**config.mk**
```make
export PLATFORM = sky130hd
export DESIGN_NAME = irq_cascade_ctrl
export DESIGN_NICKNAME = d
export VERILOG_FILES = /design/src/rtl/irqc_pkg.sv /design/src/rtl/irqc_lsb_find.sv /design/src/rtl/irqc_gp_bank.sv /design/src/rtl/irqc_mask_regs.sv /design/src/rtl/irqc_vector_enc.sv /design/src/rtl/irq_cascade_ctrl.sv
export SDC_FILE = /design/constraint.sdc
export NUM_CORES = 1
export LEC_CHECK = 0
export BUFFER_PORTS_ARGS = -buffer_cell sky130_fd_sc_hd__buf_2
export CELL_PAD_IN_SITES_DETAIL_PLACEMENT = 1
export CELL_PAD_IN_SITES_GLOBAL_PLACEMENT = 2
export CORE_MARGIN = 1
export CORE_UTILIZATION = 35
export DETAILED_ROUTE_END_ITERATION = 10
export GPL_ROUTABILITY_DRIVEN = 0
export GPL_TIMING_DRIVEN = 0
export PLACE_DENSITY_LB_ADDON = 0.1
export RECOVER_POWER = 50
export REMOVE_ABC_BUFFERS = 1
export SKIP_LAST_GASP = 1
export SLEW_MARGIN = 20
export SYNTH_ARGS = -nofsm -noshare
export SYNTH_HDL_FRONTEND = slang
export SYNTH_SLANG_ARGS = --single-unit
```
**constraint.sdc**
```tcl
create_clock -name clk -period 2.3 [get_ports clk]
set_input_delay 0.23 -clock clk [delete_from_list [all_inputs] [get_ports clk]]
set_output_delay 0.23 -clock clk [all_outputs]
set_load 0.005 [all_outputs]
```
**src/rtl/irqc_pkg.sv**
```systemverilog
package irqc_pkg;
  localparam int unsigned BANK_W   = 32;
  localparam int unsigned IDX_W    = $clog2(BANK_W);
  localparam int unsigned SUM_CNT  = 4;
  localparam int unsigned SUM_LSB  = 24;
  localparam int unsigned SUM_GRP  = BANK_W / SUM_CNT;
  localparam int unsigned HI_BASE  = BANK_W;
  localparam int unsigned GP_BASE  = 2 * BANK_W;
  localparam int unsigned VEC_LIM  = 3 * BANK_W;

  localparam logic [BANK_W-1:0] LO_FILTER   = 32'h3dff_fffe;
  localparam logic [BANK_W-1:0] HI_FILTER   = 32'h0f00_0db7;
  localparam logic [BANK_W-1:0] HI_MASK_RST = 32'h0f00_0000;
  localparam logic [BANK_W-1:0] VEC_NONE    = 32'hffff_fffe;

  typedef enum logic [2:0] {
    SEL_LO_CAUSE = 3'd0,
    SEL_HI_CAUSE = 3'd1,
    SEL_LO_MASK  = 3'd2,
    SEL_HI_MASK  = 3'd3,
    SEL_GP_CAUSE = 3'd4,
    SEL_GP_MASK  = 3'd5,
    SEL_VECTOR   = 3'd6
  } reg_sel_e;
endpackage

```
**src/rtl/irqc_lsb_find.sv**
```systemverilog
module irqc_lsb_find #(
  parameter int unsigned W = 32,
  localparam int unsigned IW = (W > 1) ? $clog2(W) : 1
) (
  input  logic [W-1:0]  req_i,
  output logic          found_o,
  output logic [IW-1:0] idx_o
);
  always_comb begin
    found_o = |req_i;
    idx_o   = '0;
    for (int i = W - 1; i >= 0; i--) begin
      if (req_i[i]) idx_o = IW'(i);
    end
  end
endmodule

```
**src/rtl/irqc_gp_bank.sv**
```systemverilog
module irqc_gp_bank
  import irqc_pkg::*;
#(
  parameter int unsigned SYNC_STAGES = 2
) (
  input  logic               clk,
  input  logic               rst_n,
  input  logic [BANK_W-1:0]  pin_i,
  input  logic               clr_we_i,
  input  logic [BANK_W-1:0]  clr_data_i,
  output logic [BANK_W-1:0]  cause_o,
  output logic [BANK_W-1:0]  rise_o,
  output logic [SUM_CNT-1:0] summary_o
);
  logic [BANK_W-1:0] sync_q [SYNC_STAGES];
  logic [BANK_W-1:0] prev_q;
  logic [BANK_W-1:0] cause_q, cause_d;

  for (genvar g = 0; g < SYNC_STAGES; g++) begin : g_sync
    if (g == 0) begin : g_first
      always_ff @(posedge clk or negedge rst_n) begin
        if (!rst_n) sync_q[g] <= '0;
        else        sync_q[g] <= pin_i;
      end
    end else begin : g_next
      always_ff @(posedge clk or negedge rst_n) begin
        if (!rst_n) sync_q[g] <= '0;
        else        sync_q[g] <= sync_q[g-1];
      end
    end
  end

  always_ff @(posedge clk or negedge rst_n) begin
    if (!rst_n) prev_q <= '0;
    else        prev_q <= sync_q[SYNC_STAGES-1];
  end

  assign rise_o = sync_q[SYNC_STAGES-1] & ~prev_q;

  always_comb begin
    cause_d = cause_q;
    if (clr_we_i) cause_d = cause_q & clr_data_i;
    cause_d = cause_d | rise_o;
  end

  always_ff @(posedge clk or negedge rst_n) begin
    if (!rst_n) cause_q <= '0;
    else        cause_q <= cause_d;
  end

  assign cause_o = cause_q;

  for (genvar k = 0; k < SUM_CNT; k++) begin : g_sum
    assign summary_o[k] = |cause_q[k*SUM_GRP +: SUM_GRP];
  end
endmodule

```
**src/rtl/irqc_mask_regs.sv**
```systemverilog
module irqc_mask_regs
  import irqc_pkg::*;
(
  input  logic              clk,
  input  logic              rst_n,
  input  logic              we_i,
  input  reg_sel_e          sel_i,
  input  logic [BANK_W-1:0] wdata_i,
  output logic [BANK_W-1:0] lo_mask_o,
  output logic [BANK_W-1:0] hi_mask_o,
  output logic [BANK_W-1:0] gp_mask_o
);
  logic [BANK_W-1:0] lo_q, hi_q, gp_q;
  logic [BANK_W-1:0] lo_d, hi_d, gp_d;
  logic lo_en, hi_en, gp_en;

  assign lo_en = we_i && (sel_i == SEL_LO_MASK);
  assign hi_en = we_i && (sel_i == SEL_HI_MASK);
  assign gp_en = we_i && (sel_i == SEL_GP_MASK);

  always_comb begin
    lo_d = lo_en ? wdata_i : lo_q;
    hi_d = hi_en ? wdata_i : hi_q;
    gp_d = gp_en ? wdata_i : gp_q;
  end

  always_ff @(posedge clk or negedge rst_n) begin
    if (!rst_n) begin
      lo_q <= '0;
      hi_q <= HI_MASK_RST;
      gp_q <= '0;
    end else begin
      lo_q <= lo_d;
      hi_q <= hi_d;
      gp_q <= gp_d;
    end
  end

  assign lo_mask_o = lo_q;
  assign hi_mask_o = hi_q;
  assign gp_mask_o = gp_q;
endmodule

```
**src/rtl/irqc_vector_enc.sv**
```systemverilog
module irqc_vector_enc
  import irqc_pkg::*;
(
  input  logic [BANK_W-1:0] lo_cause_i,
  input  logic [BANK_W-1:0] hi_cause_i,
  input  logic [BANK_W-1:0] gp_cause_i,
  input  logic [BANK_W-1:0] lo_mask_i,
  input  logic [BANK_W-1:0] hi_mask_i,
  input  logic [BANK_W-1:0] gp_mask_i,
  output logic [BANK_W-1:0] vector_o,
  output logic              any_o
);
  logic [BANK_W-1:0] lo_live, hi_live, gp_live;
  logic              lo_f, hi_f, gp_f;
  logic [IDX_W-1:0]  lo_i, hi_i, gp_i;

  assign lo_live = lo_cause_i & LO_FILTER & lo_mask_i;
  assign hi_live = hi_cause_i & HI_FILTER & hi_mask_i;
  assign gp_live = gp_cause_i & gp_mask_i;

  irqc_lsb_find #(.W(BANK_W)) u_lo (.req_i(lo_live), .found_o(lo_f), .idx_o(lo_i));
  irqc_lsb_find #(.W(BANK_W)) u_hi (.req_i(hi_live), .found_o(hi_f), .idx_o(hi_i));
  irqc_lsb_find #(.W(BANK_W)) u_gp (.req_i(gp_live), .found_o(gp_f), .idx_o(gp_i));

  always_comb begin
    vector_o = VEC_NONE;
    if (lo_f) begin
      vector_o = BANK_W'(lo_i);
    end else if (hi_f) begin
      if (32'(hi_i) >= SUM_LSB) begin
        if (gp_f) vector_o = BANK_W'(GP_BASE) + BANK_W'(gp_i);
      end else begin
        vector_o = BANK_W'(HI_BASE) + BANK_W'(hi_i);
      end
    end
  end

  assign any_o = lo_f | hi_f;
endmodule

```
**src/rtl/irq_cascade_ctrl.sv**
```systemverilog
module irq_cascade_ctrl
  import irqc_pkg::*;
#(
  parameter int unsigned SYNC_STAGES = 2
) (
  input  logic        clk,
  input  logic        rst_n,
  input  logic [31:0] unit_lo_i,
  input  logic [31:0] unit_hi_i,
  input  logic [31:0] gp_pin_i,
  input  logic        reg_we_i,
  input  logic [2:0]  reg_sel_i,
  input  logic [31:0] reg_wdata_i,
  output logic [31:0] reg_rdata_o,
  output logic        cpu_irq_o
);
  reg_sel_e          sel;
  logic [BANK_W-1:0] lo_cause_q, lo_cause_d;
  logic [BANK_W-1:0] unit_hi_q, unit_hi_d;
  logic [BANK_W-1:0] hi_cause;
  logic [BANK_W-1:0] gp_cause, gp_rise;
  logic [SUM_CNT-1:0] gp_sum;
  logic [BANK_W-1:0] lo_mask, hi_mask, gp_mask;
  logic [BANK_W-1:0] vector;
  logic              any_live;
  logic              irq_q, irq_d;
  logic              gp_clr_we;

  assign sel       = reg_sel_e'(reg_sel_i);
  assign gp_clr_we = reg_we_i && (sel == SEL_GP_CAUSE);

  always_comb begin
    lo_cause_d = unit_lo_i;
    unit_hi_d  = unit_hi_i;
    irq_d      = any_live;
  end

  always_ff @(posedge clk or negedge rst_n) begin
    if (!rst_n) begin
      lo_cause_q <= '0;
      unit_hi_q  <= '0;
      irq_q      <= 1'b0;
    end else begin
      lo_cause_q <= lo_cause_d;
      unit_hi_q  <= unit_hi_d;
      irq_q      <= irq_d;
    end
  end

  always_comb begin
    hi_cause = unit_hi_q;
    hi_cause[SUM_LSB +: SUM_CNT] = gp_sum;
  end

  irqc_gp_bank #(.SYNC_STAGES(SYNC_STAGES)) u_gp (
    .clk       (clk),
    .rst_n     (rst_n),
    .pin_i     (gp_pin_i),
    .clr_we_i  (gp_clr_we),
    .clr_data_i(reg_wdata_i),
    .cause_o   (gp_cause),
    .rise_o    (gp_rise),
    .summary_o (gp_sum)
  );

  irqc_mask_regs u_masks (
    .clk      (clk),
    .rst_n    (rst_n),
    .we_i     (reg_we_i),
    .sel_i    (sel),
    .wdata_i  (reg_wdata_i),
    .lo_mask_o(lo_mask),
    .hi_mask_o(hi_mask),
    .gp_mask_o(gp_mask)
  );

  irqc_vector_enc u_enc (
    .lo_cause_i(lo_cause_q),
    .hi_cause_i(hi_cause),
    .gp_cause_i(gp_cause),
    .lo_mask_i (lo_mask),
    .hi_mask_i (hi_mask),
    .gp_mask_i (gp_mask),
    .vector_o  (vector),
    .any_o     (any_live)
  );

  always_comb begin
    unique case (sel)
      SEL_LO_CAUSE: reg_rdata_o = lo_cause_q;
      SEL_HI_CAUSE: reg_rdata_o = hi_cause;
      SEL_LO_MASK:  reg_rdata_o = lo_mask;
      SEL_HI_MASK:  reg_rdata_o = hi_mask;
      SEL_GP_CAUSE: reg_rdata_o = gp_cause;
      SEL_GP_MASK:  reg_rdata_o = gp_mask;
      SEL_VECTOR:   reg_rdata_o = vector;
      default:      reg_rdata_o = '0;
    endcase
  end

  assign cpu_irq_o = irq_q;
endmodule

```
==> impl_results.md <==
- Longest Clk Path Bufs: 3
- CP Launch Point: u_gp.cause_o[2]
- First-pass GRT wire length: 58100 um
- Critical path class: register to output pin
- Routed wire length: 37500 um
- Crit-path slowest cell: or4b_4
- CP Max Fanout: 5
- Initial antenna violation count: 0
- I/O pin count: 167
- Clock tree sinks: 285
- Critical path capture point type: output pin
- FF/Latch Area: 7160 um^2
- Fmax: 0.310 GHz
- Critical Path RT: 2.07 ns
- First-pass DRT Iterations: 5
- Sw frac: 0.275
- Die area: 32800 um^2
- Clk root buf: clkbuf_16
- Reg clk slew, reported paths: 0.05 ns
- Tightest Pin Transition: 1.27 ns
- Ranking of synthesized cells by area: dfrtp_1 63%, mux2_2 9.8%, a22oi_1 7.2%
- Logic pwr share: 0.164
- Per-cell routed wire length: 23.1 um
- Status: complete, but fails checks
- Vias: 8847
- Worst R2R Start: u_gp.cause_o[2]
- Register area share after synthesis: 0.636
- Fraction of registers with async set/reset: 1.00
- Met1 GRT Util: 0.319
- Mean Syn Cell Area: 12.8 um^2
- Row cnt: 65
- Share of power burned in registers: 0.450
- Mapped Area: 11200 um^2
- Vias in the first global route: 9603
- N_diodes: 0
- Core box area: 31600 um^2
- Met2 Use GR: 0.386
- Critical path arrival: 2.99 ns
- TritonCTS clock tree: yes
- Power per cell area: 880 nW/um^2
- Violated checks: setup timing
- GRT Max-Usage Layer: met2
- Synth-to-Final Area Change: 38.6%
- NetSw: 3.76 mW
- CTS Buf Count: 35
- Largest net degree at the start of global routing: 97
- Final hold vios: 0
- Met3 Usage GRT: 0.0387
- Share of total power in the clock network: 0.386
- Synthesized flop and latch total: 285
- Top_reg_cell synth: dfrtp_1
- R2r worst-path depth: 6
- R2r endpoint: cpu_irq_o
- PnR worst setup slack: -0.922 ns
- CP delay by family, top: simple AND/OR/NAND/NOR gates
- Max-slew violations: 0
- Crit path capture: reg_rdata_o[1]
- Fillers: 3267
- P_leak: 6.80 nW
- VDD IR max: 0.542 mV
- CP cell instances: nor4_4 > a21boi_2 > or4b_4 > and3b_4 > o311ai_4 > a31oi_2 > o31ai_2 > buf_2
- Max-Cap Viols: 0
- Worst Skew: 0.0148 ns
- Most common cell after layout, fill and taps aside: dfrtp_1
- Max stage delay on crit path: 0.59 ns
- Most frequent cells in the layout: 264 x dfrtp_1, 153 x buf_2, 105 x dlygate4sd3_1
- Slew HR: 0.154
- H-tree lvl count: 2
- Final ANT Viol Nets: 0
- Starting DRT DRC Count: 483
- DRC viols: 0
- Die height: 181 um
- Hpwl dp: 25300 um
- Post-synth cell types: 56
- Pre-CTS WS: -0.763 ns
- NumNets Final: 1332
- Initial Utilization: 0.356
- WP depth: 8
- Worst Hold Class: input port to register
- Post-synth EDFFs: 0
- Via density: 5.45
- Hold slack: 0.0192 ns
- Total Power: 13.7 mW
- Final Setup Violations: 215
- Tot GR Track Use: 0.234
- Top cell type by total area after synthesis: dfrtp_1
- Yosys top cell area share: 0.627
- Global route overflow: 0
- Inst Count DP: 1426
- Fin util: 0.493
- Multi-input logic area: 4190 um^2
- Unrepaired setup endpoints after global routing: yes
- Crit path buf inv count: 1
- Period utilization: 1.40
- Worst skew pair latency: 0.50 ns
- Port buffer count: 162
- Layout Cells excl Fill: 1624
- Die W: 181 um
- Setup slack, reg-to-reg: 0.03 ns
- Critical path startpoint category: register
- Cell internal pwr: 9.92 mW
- Ratio of cells with drive above 1 in the final layout: 0.363
- Syn Inst Count: 878
- Fin crit period: 3.22 ns
- Yosys warns: 0
-- power groups by stage --
stage	combinational (mW)	sequential [mW]	clock (mW)
after floorplan	1.09	5.98	0
after global placement	1.81	6.16	0
after detailed placement	1.89	6.18	0
after CTS	2.22	6.14	5.44
after global routing	2.46	6.23	5.63
final	2.24	6.15	5.29
-- flip-flops by register name, summed over array words and instances (netlist names) --
signal             count
cpu_irq_o              1
u_gp.sync_q           64
u_masks.gp_mask_o     32
u_gp.cause_o          32
lo_cause_q            32
u_masks.lo_mask_o     32
u_gp.prev_q           32
unit_hi_q             28
u_masks.hi_mask_o     32
-- layout make-up --
class / instances / share of cell area
Multi-Input combinational cell: 523 / 0.269
Inverter: 35 / 0.00845
Clock inverter: 8 / 0.00467
Clock buffer: 53 / 0.0664
Timing Repair Buffer: 318 / 0.159
Tap cell: 402 / 0.0323
Sequential cell: 285 / 0.460
-- routing by layer --
layer	wire [um]	part of all wire	vias to the layer above
met3	1580	0.042	55
met5	0	0	-
met2	18100	0.48	241
li1	-	-	3950
met4	715	0.019	0
met1	17200	0.46	4601
-- cells in the mapped netlist (8+ instances only) --
cell and instances:
nor2_1 10, a222oi_1 8, nand2_1 69, mux2_2 98
nand4_1 29, clkbuf_1 25, dfrtp_1 281, o211ai_1 10
o21ai_0 77, inv_1 35, a22oi_1 108, buf_1 9
a21oi_1 13, nand3_1 8
-- stage by stage --
stage,instance area [um^2],TNS (ns)
3_5_place_dp,12800,-32.74
2_1_floorplan,11100,-50.60
4_1_cts,15500,-26.48
5_1_grt,15600,-146.81
3_3_place_gp,12400,-1735.69
6_report,15600,-52.98
-- timing repair --
item                                    4_1_cts  5_1_grt
endpoints found under the setup margin       33       45
cloned                                        2        0
resized for setup                            67       14
hold endpoints to repair                    173        0
setup buffers                                24        6
hold buffers                                105        0
pin swaps                                    27       17
-- how the worst min path moves through the flow --
stage                                 end  slack (ns)  cells past startpoint       startpoint
floorplan                       cpu_irq_o       -0.07                      0            rst_n
global placement          u_gp.sync_q[14]        0.33                      0  u_gp.sync_q[46]
detailed placement        u_gp.prev_q[30]        0.17                      1            rst_n
CTS                  u_masks.gp_mask_o[7]      0.0003                      2   reg_wdata_i[7]
global route        u_masks.gp_mask_o[30]       0.007                      2  reg_wdata_i[30]
finish              u_masks.lo_mask_o[20]        0.02                      2  reg_wdata_i[20]
-- kinds of logic (layout without fill, tap and decap cells) --
logic type | Yosys count | count (layout) | share of synthesized area
flip-flops | 285 | 285 | 0.636
AO/OA/AOI/OAI | 272 | 274 | 0.170
buffers and inverters | 72 | 414 | 0.0255
multiplexers | 100 | 100 | 0.100
AND/OR/NAND/NOR | 149 | 149 | 0.0683
No activity file was read; power rests on OpenSTA's default activity.
